--- config.mk ---
export PLATFORM = sky130hd
export DESIGN_NAME = disp_irq_ctrl
export DESIGN_NICKNAME = d
export VERILOG_FILES = /design/src/rtl/disp_irq_pkg.sv /design/src/rtl/disp_addr_dec.sv /design/src/rtl/disp_vblank_timer.sv /design/src/rtl/disp_irq_regs.sv /design/src/rtl/disp_rd_port.sv /design/src/rtl/disp_irq_ctrl.sv
export SDC_FILE = /design/constraint.sdc
export NUM_CORES = 1
export LEC_CHECK = 0
export BUFFER_PORTS_ARGS = -buffer_cell sky130_fd_sc_hd__buf_4
export CAP_MARGIN = 0
export CORE_MARGIN = 5
export CORE_UTILIZATION = 30
export CTS_CLUSTER_DIAMETER = 200
export DETAILED_ROUTE_END_ITERATION = 8
export PLACE_DENSITY = 0.61
export RECOVER_POWER = 25
export SETUP_SLACK_MARGIN = 0.3
export SYNTH_ARGS = -nofsm -noshare
export SYNTH_HDL_FRONTEND = slang
export SYNTH_HIERARCHICAL = 1
export SYNTH_SLANG_ARGS = --single-unit
--- constraint.sdc ---
create_clock -name clk -period 2.1 [get_ports clk]
set_input_delay 0.315 -clock clk [delete_from_list [all_inputs] [get_ports clk]]
set_output_delay 0.315 -clock clk [all_outputs]
set_load 0.02 [all_outputs]
--- src/rtl/disp_irq_pkg.sv ---
package disp_irq_pkg;

    localparam int unsigned REG_W      = 32;
    localparam int unsigned BIT_VBLANK = 0;
    localparam int unsigned BIT_VLINE  = 1;
    localparam int unsigned BIT_VSYNC  = 2;

    localparam logic [REG_W-1:0] CLR_MASK_V1 = 32'h000F_040F;
    localparam logic [REG_W-1:0] CLR_MASK_V0 = 32'hFC08_0EFF;

    typedef enum logic [1:0] {
        SEL_NONE = 2'd0,
        SEL_EN   = 2'd1,
        SEL_ST   = 2'd2
    } reg_sel_t;

    typedef struct packed {
        logic [REG_W-1:0] en;
        logic [REG_W-1:0] st;
    } irq_regs_t;

endpackage

--- src/rtl/disp_addr_dec.sv ---
module disp_addr_dec
    import disp_irq_pkg::*;
#(
    parameter int unsigned ADDR_W = 8,
    parameter int unsigned EN_OFS = 'h40,
    parameter int unsigned ST_OFS = 'h44
) (
    input  logic [ADDR_W-1:0] addr,
    output reg_sel_t          sel
);
    localparam logic [ADDR_W-1:0] EN_A = ADDR_W'(EN_OFS);
    localparam logic [ADDR_W-1:0] ST_A = ADDR_W'(ST_OFS);

    always_comb begin
        if (addr == EN_A) begin
            sel = SEL_EN;
        end else if (addr == ST_A) begin
            sel = SEL_ST;
        end else begin
            sel = SEL_NONE;
        end
    end
endmodule

--- src/rtl/disp_vblank_timer.sv ---
module disp_vblank_timer #(
    parameter int unsigned PERIOD = 2083333
) (
    input  logic clk,
    input  logic rst_n,
    input  logic restart,
    input  logic stop,
    output logic tick
);
    localparam int unsigned CNT_W = (PERIOD > 2) ? $clog2(PERIOD) : 1;
    localparam logic [CNT_W-1:0] LAST = CNT_W'(PERIOD - 1);

    typedef struct packed {
        logic [CNT_W-1:0] cnt;
        logic             run;
    } tmr_t;

    tmr_t tmr_d, tmr_q;

    assign tick = tmr_q.run && (tmr_q.cnt == LAST);

    always_comb begin
        tmr_d = tmr_q;
        if (restart) begin
            tmr_d.run = 1'b1;
            tmr_d.cnt = '0;
        end else if (stop) begin
            tmr_d.run = 1'b0;
            tmr_d.cnt = '0;
        end else if (tmr_q.run) begin
            if (tmr_q.cnt == LAST) begin
                tmr_d.cnt = '0;
            end else begin
                tmr_d.cnt = tmr_q.cnt + 1'b1;
            end
        end
    end

    always_ff @(posedge clk) begin
        if (!rst_n) begin
            tmr_q <= '0;
        end else begin
            tmr_q <= tmr_d;
        end
    end
endmodule

--- src/rtl/disp_irq_regs.sv ---
module disp_irq_regs
    import disp_irq_pkg::*;
(
    input  logic             clk,
    input  logic             rst_n,
    input  logic             wr_en,
    input  reg_sel_t         sel,
    input  logic [REG_W-1:0] wdata,
    input  logic [REG_W-1:0] clr_mask,
    input  logic [REG_W-1:0] set_vec,
    output logic [REG_W-1:0] en_q,
    output logic [REG_W-1:0] st_q
);
    irq_regs_t regs_d, regs_q;
    logic [REG_W-1:0] clr_vec;

    always_comb begin
        regs_d  = regs_q;
        clr_vec = '0;
        if (wr_en && sel == SEL_EN) begin
            regs_d.en = wdata;
        end
        if (wr_en && sel == SEL_ST) begin
            clr_vec = wdata & clr_mask;
        end
        // set wins over a clear of the same bit
        regs_d.st = (regs_q.st & ~clr_vec) | set_vec;
    end

    always_ff @(posedge clk) begin
        if (!rst_n) begin
            regs_q <= '0;
        end else begin
            regs_q <= regs_d;
        end
    end

    assign en_q = regs_q.en;
    assign st_q = regs_q.st;
endmodule

--- src/rtl/disp_rd_port.sv ---
module disp_rd_port
    import disp_irq_pkg::*;
(
    input  logic             clk,
    input  logic             rst_n,
    input  logic             rd_en,
    input  reg_sel_t         sel,
    input  logic [REG_W-1:0] en,
    input  logic [REG_W-1:0] st,
    output logic [REG_W-1:0] rdata
);
    logic [REG_W-1:0] rd_d, rd_q;

    always_comb begin
        rd_d = '0;
        if (rd_en) begin
            unique case (sel)
                SEL_EN:  rd_d = en;
                SEL_ST:  rd_d = st;
                default: rd_d = '0;
            endcase
        end
    end

    always_ff @(posedge clk) begin
        if (!rst_n) begin
            rd_q <= '0;
        end else begin
            rd_q <= rd_d;
        end
    end

    assign rdata = rd_q;
endmodule

--- src/rtl/disp_irq_ctrl.sv ---
module disp_irq_ctrl
    import disp_irq_pkg::*;
#(
    parameter int unsigned ADDR_W = 8,
    parameter int unsigned EN_OFS = 'h40,
    parameter int unsigned ST_OFS = 'h44,
    parameter int unsigned PERIOD = 2083333
) (
    input  logic              clk,
    input  logic              rst_n,
    input  logic              wr_en,
    input  logic              rd_en,
    input  logic [ADDR_W-1:0] addr,
    input  logic [31:0]       wdata,
    output logic [31:0]       rdata,
    input  logic [31:0]       evt_set,
    input  logic              variant_sel,
    output logic              irq
);
    reg_sel_t         sel;
    logic [REG_W-1:0] en_q, st_q, clr_mask, set_vec;
    logic             vb_tick, vb_restart, vb_stop, en_wr;

    disp_addr_dec #(.ADDR_W(ADDR_W), .EN_OFS(EN_OFS), .ST_OFS(ST_OFS)) u_dec (
        .addr (addr),
        .sel  (sel)
    );

    assign en_wr      = wr_en && (sel == SEL_EN);
    assign vb_restart = en_wr && wdata[BIT_VBLANK];
    assign vb_stop    = en_wr && !wdata[BIT_VBLANK];

    disp_vblank_timer #(.PERIOD(PERIOD)) u_tmr (
        .clk     (clk),
        .rst_n   (rst_n),
        .restart (vb_restart),
        .stop    (vb_stop),
        .tick    (vb_tick)
    );

    assign clr_mask = variant_sel ? CLR_MASK_V1 : CLR_MASK_V0;

    always_comb begin
        set_vec = evt_set;
        set_vec[BIT_VBLANK] = evt_set[BIT_VBLANK] | vb_tick | vb_restart;
    end

    disp_irq_regs u_regs (
        .clk      (clk),
        .rst_n    (rst_n),
        .wr_en    (wr_en),
        .sel      (sel),
        .wdata    (wdata),
        .clr_mask (clr_mask),
        .set_vec  (set_vec),
        .en_q     (en_q),
        .st_q     (st_q)
    );

    disp_rd_port u_rd (
        .clk   (clk),
        .rst_n (rst_n),
        .rd_en (rd_en),
        .sel   (sel),
        .en    (en_q),
        .st    (st_q),
        .rdata (rdata)
    );

    assign irq = |(st_q & en_q);
endmodule

==> flow_metrics.env, run 1 <==
export IMPL_pin_count=110
export IMPL_h_tree_depth=4
export IMPL_antenna_found_initial=0
export IMPL_synth_xor_area_share=0.0233
export IMPL_worstSetupStartpoint="u_regs/en_q[10]$_SDFFE_PN0P_"
export IMPL_min_from="wdata[9]"
export IMPL_yosysWarnings=6
export IMPL_port_buffers=109
export IMPL_area_delta_synth_final_pct=34.4
export IMPL_powerDensity_nw_per_um2=777
export IMPL_layout_common_cells="110 x dfxtp_1, 103 x buf_4, 73 x nand2_1, 51 x nor2_1, 39 x inv_1"
export IMPL_status="completed"
export IMPL_drt_iter0_drc=214
export IMPL_grtUsageTotal=0.143
export IMPL_start_util=0.305
export IMPL_path_delay_family="simple AND/OR/NAND/NOR gates"
export IMPL_postSynthCellCount=543
export IMPL_multi_input_area_um2=2690
export IMPL_avgViaCountPerCell=4.81
export IMPL_worstSetupPathType="reg -> out"
export IMPL_relSlewSlack=0.311
export IMPL_synth_edf_count=0
export IMPL_finalMaxSlewViolations=0
export IMPL_grt_max_degree=99
export IMPL_seqCellArea_um2=2380
export IMPL_cp_buffers_inverters=1
export IMPL_ys_seq_area_frac=0.448
export IMPL_cts_num_sinks=118
export IMPL_numCtsBuffers=17
export IMPL_fin_cells=921
export IMPL_endpoint_kind="output pin"
export IMPL_worstReg2RegStart="u_tmr/tmr_q[6]$_SDFFE_PP0P_"
export IMPL_final_area_um2=7080
export IMPL_crit_chain="a22oi_2, nand4_1, or4_4, buf_6"
export IMPL_wl_um=14900
export IMPL_setup_viol=0
export IMPL_grt_pass1_wl_um=22900
export IMPL_drive_gt1_frac=0.307
export IMPL_leakagePower_nw=2.61
export IMPL_clk_latency_ps=410
export IMPL_coreArea_um2=17300
export IMPL_fin_skew_ps=8.18
export IMPL_min_path_type="in -> reg"
export IMPL_synth_seq_cells=118
export IMPL_arrival_ps=1760
export IMPL_clk_transition_reported_paths_ps=60
export IMPL_final_common_cell="dfxtp_1"
export IMPL_die_area_um2=20300
export IMPL_slowest_stage="or4_4"
export IMPL_syn_area_um2=5270
export IMPL_synth_cell_types=42
export IMPL_fmax_mhz=481
export IMPL_wl_per_cell_um=16.2
export IMPL_hold_violations=0
export IMPL_synth_compound_area_frac=0.214
export IMPL_grt_pass1_vias=4363
export IMPL_hpwl_um=9980
export IMPL_postPlaceCellArea_um2=6360
export IMPL_globalplace_congestion=0.777
export IMPL_vias=4427
export IMPL_drtAntennaViolNets=0
export IMPL_synth_fa_ha_area_frac=0.00949
export IMPL_clockRootBuffer="clkbuf_16"
export IMPL_die_y_um=143
export IMPL_synth_top_family_by_area="compound AO/OA/AOI/OAI gates"
export IMPL_syn_area_per_cell_um2=9.71
export IMPL_drc=0
export IMPL_rsz0062_at_grt="true"
export IMPL_ys_flop_type="dfxtp_1"
export IMPL_grt_overflow_total=0
export IMPL_startpoint_type="flop"
export IMPL_fillers=1726
export IMPL_num_rows=48
export IMPL_hold_ws_ps=124
export IMPL_clockBufferDepth=2
export IMPL_max_stage_delay_ps=500
export IMPL_diodes=0
export IMPL_yosys_area_share_simple=0.160
export IMPL_synthArstFlopShare=0
export IMPL_drv_cap=0
export IMPL_tightest_slew_ps=1030
export IMPL_num_nets_final=764
export IMPL_finalCritPeriodShare=0.990
export IMPL_period_needed_ps=2080
export IMPL_cts_tree="built"
export IMPL_peakVddDrop_mv=0.567
export IMPL_die_w_um=143
export IMPL_worstPathMaxFanout=2
export IMPL_dp_cells=877
export IMPL_cp_required_ps=1780
export IMPL_firstDrtPassIters=4
export IMPL_synth_area_mux_share=0.0627
==> area by class of cell <==
| cell class | count | area share |
|---|---|---|
| Sequential cell | 118 | 0.336 |
| Inverter | 39 | 0.0207 |
| Tap cell | 225 | 0.0397 |
| Clock inverter | 10 | 0.0171 |
| Multi-Input combinational cell | 369 | 0.379 |
| Clock buffer | 22 | 0.0655 |
| Timing Repair Buffer | 138 | 0.142 |
==> metrics by stage <==
| stage | util | setup TNS, ps | power [mW] | worst slack [ps] |
|---|---|---|---|---|
| after floorplan | - | 0 | 2.50 | 369 |
| after global placement | 0.368 | 0 | 2.68 | 32.1 |
| after detailed placement | 0.368 | -8.75 | 2.68 | -8.75 |
| after CTS | 0.408 | -19.7 | 5.56 | -19.7 |
| after global routing | 0.410 | -51.8 | 5.71 | -51.8 |
| final | 0.410 | 0 | 5.51 | 20.1 |
==> per-layer routing <==
| metal | vias to the layer above | track usage | share of wire |
|---|---|---|---|
| met2 | 120 | 0.238 | 0.49 |
| met5 | - | 0 | 0 |
| met3 | 4 | 0.0417 | 0.057 |
| met1 | 2101 | 0.184 | 0.45 |
| li1 | 2202 | - | - |
| met4 | 0 | 0.0350 | 0.0032 |
==> cell usage after synthesis (all sizes together), types with 3 or more instances <==
cell type / number / area [um^2]
xor2: 4 / 35.0
a21oi: 6 / 37.5
xnor2: 10 / 87.6
a41oi: 32 / 505
mux2i: 33 / 330
nand2: 73 / 274
a22oi: 48 / 380
inv: 39 / 146
or3: 7 / 43.8
or4: 4 / 33.8
dfxtp: 118 / 2360
ha: 4 / 50.1
nor4: 6 / 37.5
nor2: 51 / 191
nand3: 6 / 30.0
buf: 31 / 274
nand4: 11 / 90.1
and4b: 3 / 30.0
nor3: 3 / 15.0
o21ai: 38 / 190
==> registers in the layout, indices dropped and copies added (netlist names) <==
signal,cells
u_tmr/tmr_q,22
u_regs/st_q,32
u_regs/en_q,32
u_rd/rdata,32
==> cell families after synthesis <==
logic type                 count (synthesis)
buffers and inverters                     72
adders and majority gates                  4
and+or+nand+nor                          174
muxes                                     33
DFF                                      118
other                                      2
xor gates and xnor gates                  14
AOI/OAI and AO/OA                        126
==> final timing paths <==
path,end,slack (ps),depth (start not counted)
worst min-delay path,u_regs/st_q[9]$_SDFF_PN0_,120,2
worst min register to register,u_regs/en_q[9]$_SDFFE_PN0P_,480,2
worst max-delay path,irq,20,4
worst max register to register,u_tmr/tmr_q[21]$_SDFFE_PP0P_,360,4
==> report_power, final <==
group	internal [mW]	total, mW	switching, mW
sequential	2.28	2.33	0.0436
combinational	0.163	0.321	0.159
clock	1.82	2.86	1.04
==> timing repair <==
action                     in CTS  in global routing
resized for setup              11                 24
buffers inserted                5                  6
pin swaps                       6                 10
hold buffers                    0                  0
setup endpoints to repair      22                  8
cloned                          1                  0
Power figures use the tool's default switching activity.
==> inputs of run 2 (changes only) <==
==> constraint.sdc (replaced) <==
create_clock -name clk -period 2.2 [get_ports clk]
set_input_delay 0.22 -clock clk [delete_from_list [all_inputs] [get_ports clk]]
set_output_delay 0.22 -clock clk [all_outputs]
set_load 0.02 [all_outputs]
==> run 2 against run 1 <==
Critical endpoint unchanged. Count of clock-buffer cells in the layout down 5. Worst setup slack better by 160 ps. Critical path depth did not move. Global-route usage shrank 0.42 points. First-iteration DRC count down 12%. Wire length shrank 4.4%. Flip-flop and latch count stayed put. Critical path type unchanged. Register-to-register slack better by 20 ps. Clock power decreased by 3%. Largest cell class unchanged.
==> flow_metrics.env, run 2 (synthesis results as in run 1) <==
export IMPL_status="completed"
export IMPL_start_util=0.305
export IMPL_coreArea_um2=17300
export IMPL_fillers=1779
export IMPL_drv_cap=0
export IMPL_num_nets_final=743
export IMPL_tns_ps=0
export IMPL_worstReg2RegStart="u_tmr/tmr_q[6]$_SDFFE_PP0P_"
export IMPL_drc=0
export IMPL_arrival_ps=1800
export IMPL_drive_gt1_frac=0.271
export IMPL_powerDensity_nw_per_um2=776
export IMPL_layout_common_cells="112 x dfxtp_1, 86 x buf_4, 73 x nand2_1, 51 x nor2_1, 39 x inv_1"
export IMPL_h_tree_depth=4
export IMPL_worstPathMaxFanout=3
export IMPL_min_to="u_regs/st_q[1]$_SDFF_PN0_"
export IMPL_avgViaCountPerCell=4.81
export IMPL_min_path_type="in -> reg"
export IMPL_antenna_found_initial=0
export IMPL_pin_count=110
export IMPL_finalMaxSlewViolations=0
export IMPL_finalCritPeriodShare=0.916
export IMPL_cp_required_ps=1980
export IMPL_grt_max_degree=73
export IMPL_port_buffers=109
export IMPL_globalplace_congestion=0.794
export IMPL_firstDrtPassIters=4
export IMPL_clockBufferDepth=2
export IMPL_min_from="wdata[1]"
export IMPL_r2r_slack_ps=380
export IMPL_drtAntennaViolNets=0
export IMPL_r2r_end="u_tmr/tmr_q[17]$_SDFFE_PP0P_"
export IMPL_hpwl_um=9990
export IMPL_clk_latency_ps=410
export IMPL_diodes=0
export IMPL_num_rows=48
export IMPL_wl_per_cell_um=15.8
export IMPL_drt_iter0_drc=189
export IMPL_area_delta_synth_final_pct=29.2
export IMPL_rsz0062_at_grt="true"
export IMPL_numCtsBuffers=17
export IMPL_dp_cells=868
export IMPL_r2r_cells=4
export IMPL_die_w_um=143
export IMPL_grt_pass1_wl_um=22100
export IMPL_cts_num_sinks=118
export IMPL_final_common_cell="dfxtp_1"
export IMPL_post_cts_buffers=0
export IMPL_peakVddDrop_mv=0.596
export IMPL_vias=4325
export IMPL_grt_overflow_total=0
export IMPL_grt_pass1_vias=4217
export IMPL_leakagePower_nw=2.50
export IMPL_seqCellArea_um2=2370
export IMPL_clockRootBuffer="clkbuf_16"
export IMPL_die_y_um=143
export IMPL_fin_skew_ps=6.19
export IMPL_hold_violations=0
export IMPL_relSlewSlack=0.0917
export IMPL_period_needed_ps=2020
export IMPL_cts_tree="built"
export IMPL_fin_cells=900
export IMPL_ctsHoldBuffers=0
export IMPL_startpoint_type="flop"
export IMPL_grtUsageTotal=0.139
export IMPL_die_area_um2=20300
export IMPL_worstSetupPathType="reg -> out"
export IMPL_endpoint_kind="output pin"
export IMPL_min_path_cells=2
export IMPL_fmax_mhz=496
export IMPL_clk_transition_reported_paths_ps=60
export IMPL_multi_input_area_um2=2590
export IMPL_wl_um=14300
export IMPL_tightest_slew_ps=1360
export IMPL_setup_viol=0
run 2: changes by cell type in the layout (fill, tap and decap cells not counted), sizes merged:
cell      delta
buf         -20
clkbuf       -5
clkinv       +4
clkinvlp     -2
inv          +3
o31ai        -1
run 2: area by class of cell:
class / count / share of cell area
clock buffer: 17 / 0.0625
inverter: 39 / 0.0215
sequential: 118 / 0.348
multi-input combinational: 368 / 0.381
timing repair buffer: 118 / 0.121
clock inverter: 15 / 0.0248
tap: 225 / 0.0413
run 2: worst max-delay path by stage:
stage / start / end / slack [ps] / depth (start not counted)
after floorplan: u_tmr/tmr_q[6]$_SDFFE_PP0P_ / u_tmr/tmr_q[17]$_SDFFE_PP0P_ / 470 / 5
after global placement: addr[1] / u_tmr/tmr_q[20]$_SDFFE_PP0P_ / 250 / 8
after detailed placement: addr[1] / u_tmr/tmr_q[20]$_SDFFE_PP0P_ / 230 / 8
after CTS: u_regs/en_q[10]$_SDFFE_PN0P_ / irq / 150 / 4
after global routing: u_regs/st_q[1]$_SDFF_PN0_ / irq / 130 / 4
final: u_regs/st_q[1]$_SDFF_PN0_ / irq / 180 / 4
run 2: critical path, cell delays in order (launching register included):
cell and delay [ps]:
dfxtp_2 340, a22oi_2 210, nand4_1 150, or4_4 540
buf_6 150
run 2: what timing repair did:
action	in CTS	in global routing
cloned	0	0
endpoints found under the setup margin	4	4
hold endpoints to repair	0	0
gates resized for setup	7	10
pin swaps	4	4
run 2: stage by stage:
stage                     area (um^2)  hold WS, ps  worst slack, ps  power (mW)   util
after detailed placement         6270          439              226        2.56  0.363
after global placement           6270          439              251        2.56  0.363
after CTS                        6890        0.703              152        5.36  0.398
final                            6810         23.9              184        5.29  0.394
after floorplan                  5330          335              469        2.39      -
after global routing             6810         15.3              128        5.50  0.394
run 2: layer usage:
| metal | track usage | share of wire |
|---|---|---|
| met1 | 0.181 | 0.45 |
| met5 | 0 | 0 |
| met3 | 0.0370 | 0.061 |
| met2 | 0.225 | 0.48 |
| met4 | 0.0475 | 0.014 |
run 2: power breakdown:
group          switching, mW  internal [mW]
registers             0.0402           2.18
clock network           1.08           1.69
logic                  0.149          0.146
==> inputs of run 3 (changes only) <==
--- a/config.mk
+++ b/config.mk
@@ -5,6 +5,7 @@
 export SDC_FILE = /design/constraint.sdc
 export NUM_CORES = 1
 export LEC_CHECK = 0
+export ABC_AREA = 1
 export BUFFER_PORTS_ARGS = -buffer_cell sky130_fd_sc_hd__buf_4
 export CAP_MARGIN = 0
 export CORE_MARGIN = 5
==> run 3 against run 2 <==
The flow now finishes with violations (max-capacitance violations, max-slew violations). Register-to-register slack gained 200 ps. Clock power shrank 4%. Hold slack better by 21 ps. Non-clock buffer count increased by 2. First-iteration DRC count grew 27%. Critical path depth is the same. Sequential share of layout area is 1.8 points lower. Critical path type is now in -> reg. Largest power group unchanged.
==> flow_metrics.env, run 3 <==
export IMPL_utilization=0.385
export IMPL_path_delay_family="buffers and inverters"
export IMPL_hold_violations=0
export IMPL_crit_chain="buf_4, inv_1, clkbuf_1, a21oi_1"
export IMPL_max_stage_delay_ps=1310
export IMPL_avgViaCountPerCell=4.28
export IMPL_drtAntennaViolNets=0
export IMPL_ys_top_cells_by_area="dfxtp_1 42%, nand2_1 20%, nor2_1 9.4%"
export IMPL_grt_max_degree=33
export IMPL_drt_iter0_drc=240
export IMPL_slowest_stage="clkbuf_1"
export IMPL_setup_viol=0
export IMPL_num_nets_final=1073
export IMPL_ctsHoldBuffers=0
export IMPL_syn_area_um2=5610
export IMPL_cts_resized=0
export IMPL_layout_common_cells="295 x nand2_1, 141 x nor2_1, 129 x inv_1, 118 x dfxtp_1, 90 x buf_4"
export IMPL_dp_cells=1207
export IMPL_wl_um=15300
export IMPL_violations="max-capacitance violations, max-slew violations"
export IMPL_hold_ws_ps=44.6
export IMPL_arrival_ps=1890
export IMPL_numCtsBuffers=17
export IMPL_antenna_found_initial=0
export IMPL_drive_gt1_frac=0.158
export IMPL_clk_latency_ps=410
export IMPL_clockBufferDepth=2
export IMPL_peakVddDrop_mv=0.477
export IMPL_drv_cap=1
export IMPL_grt_pass1_wl_um=25000
export IMPL_die_y_um=147
export IMPL_fin_cells=1236
export IMPL_globalplace_congestion=0.863
export IMPL_cts_num_sinks=118
export IMPL_h_tree_depth=4
export IMPL_die_area_um2=21500
export IMPL_start_util=0.302
export IMPL_grt_overflow_total=0
export IMPL_port_buffers=109
export IMPL_pin_count=110
export IMPL_relSlewSlack=-0.219
export IMPL_status="finished, violations left"
export IMPL_clk_transition_reported_paths_ps=60
export IMPL_hpwl_um=10700
export IMPL_num_rows=50
export IMPL_synthArstFlopShare=0
export IMPL_period_needed_ps=1680
export IMPL_diodes=0
export IMPL_final_common_cell="nand2_1"
export IMPL_coreArea_um2=18600
export IMPL_die_w_um=147
export IMPL_worstSetupPathType="in -> reg"
export IMPL_leakagePower_nw=3.56
export IMPL_postSynthCellCount=864
export IMPL_min_path_type="in -> reg"
export IMPL_synth_edf_count=0
export IMPL_ys_seq_area_frac=0.421
export IMPL_fin_skew_ps=6.13
export IMPL_post_cts_buffers=0
export IMPL_dp_worst_setup_slack_ps=373
export IMPL_finalCritPeriodShare=0.764
export IMPL_cp_required_ps=2410
export IMPL_cts_tree="built"
export IMPL_startpoint_type="input port"
export IMPL_synth_top_cell_by_area="dfxtp_1"
export IMPL_yosysMostFrequentCell="nand2_1"
export IMPL_syn_area_per_cell_um2=6.49
export IMPL_ys_flop_type="dfxtp_1"
export IMPL_clockRootBuffer="clkbuf_16"
export IMPL_powerDensity_nw_per_um2=719
export IMPL_tns_ps=0
export IMPL_synth_seq_cells=118
export IMPL_area_delta_synth_final_pct=27.7
export IMPL_tightest_slew_ps=1830
export IMPL_setup_slack_ps=519
export IMPL_endpoint_kind="flop"
export IMPL_netlist_area_leader_share=0.421
export IMPL_fmax_mhz=595
export IMPL_vias=5287
export IMPL_grtUsageTotal=0.145
export IMPL_synth_cell_types=27
export IMPL_firstDrtPassIters=5
export IMPL_cp_buffers_inverters=3
export IMPL_rsz0062_at_grt="false"
export IMPL_worstPathMaxFanout=32
export IMPL_drc=0
export IMPL_yosysWarnings=6
export IMPL_wl_per_cell_um=12.4
export IMPL_synthTopCellsByCount="295 x nand2_1, 141 x nor2_1, 129 x inv_1, 118 x dfxtp_1, 36 x a21oi_1"
export IMPL_finalMaxSlewViolations=33
export IMPL_grt_pass1_vias=5072
run 3: metrics by stage:
stage / total power, mW / area (um^2)
floorplan: 2.36 / 5660
global placement: 2.52 / 6700
detailed placement: 2.52 / 6700
CTS: 5.20 / 7260
global route: 5.34 / 7160
finish: 5.14 / 7160
run 3: worst paths after layout:
kind                                        to                          from  cells after the start  slack (ps)
setup / recovery    u_regs/st_q[16]$_SDFF_PN0_                         rst_n                      4         520
setup reg to reg     u_regs/st_q[0]$_SDFF_PN0_   u_tmr/tmr_q[0]$_SDFFE_PN0P_                     10         580
hold reg to reg   u_tmr/tmr_q[18]$_SDFFE_PP0P_  u_tmr/tmr_q[18]$_SDFFE_PP0P_                      2         480
hold / removal    u_regs/en_q[11]$_SDFFE_PN0P_                     wdata[11]                      3          40
run 3: worst min-delay path, stage by stage:
cell and delay, ps:
buf_4 90, nor2_1 40, nor2_1 80
run 3: logic make-up (layout without fill, tap and decap cells):
group,count (synthesis),after routing,synth area share
xor+xnor,7,7,0.0109
buf+inv,160,283,0.126
other cells,2,17,0.00134
simple gates,500,500,0.366
flops,118,118,0.421
compound gates,73,73,0.0660
fa+ha+maj,4,4,0.00892
run 3: area by class of cell:
type	instances	area, um^2
fillers	2011	11400
clock buffers	20	457
well taps	234	293
multi-input cells	601	2600
flip-flops and latches	118	2360
inverters	134	503
repair buffers	120	837
clock inverters	9	105
run 3: metal layers:
metal	vias to the layer above	global-route usage	wire length, um
met2	119	0.234	7110
li1	2808	-	-
met4	0	0.0470	218
met3	12	0.0410	793
met1	2348	0.186	7210
met5	-	0	0
run 3: where the power goes:
group	total, mW	switching, mW	internal, mW
registers	2.22	0.0341	2.18
clock network	2.67	0.970	1.70
logic	0.256	0.124	0.132
total	5.14	1.13	4.02
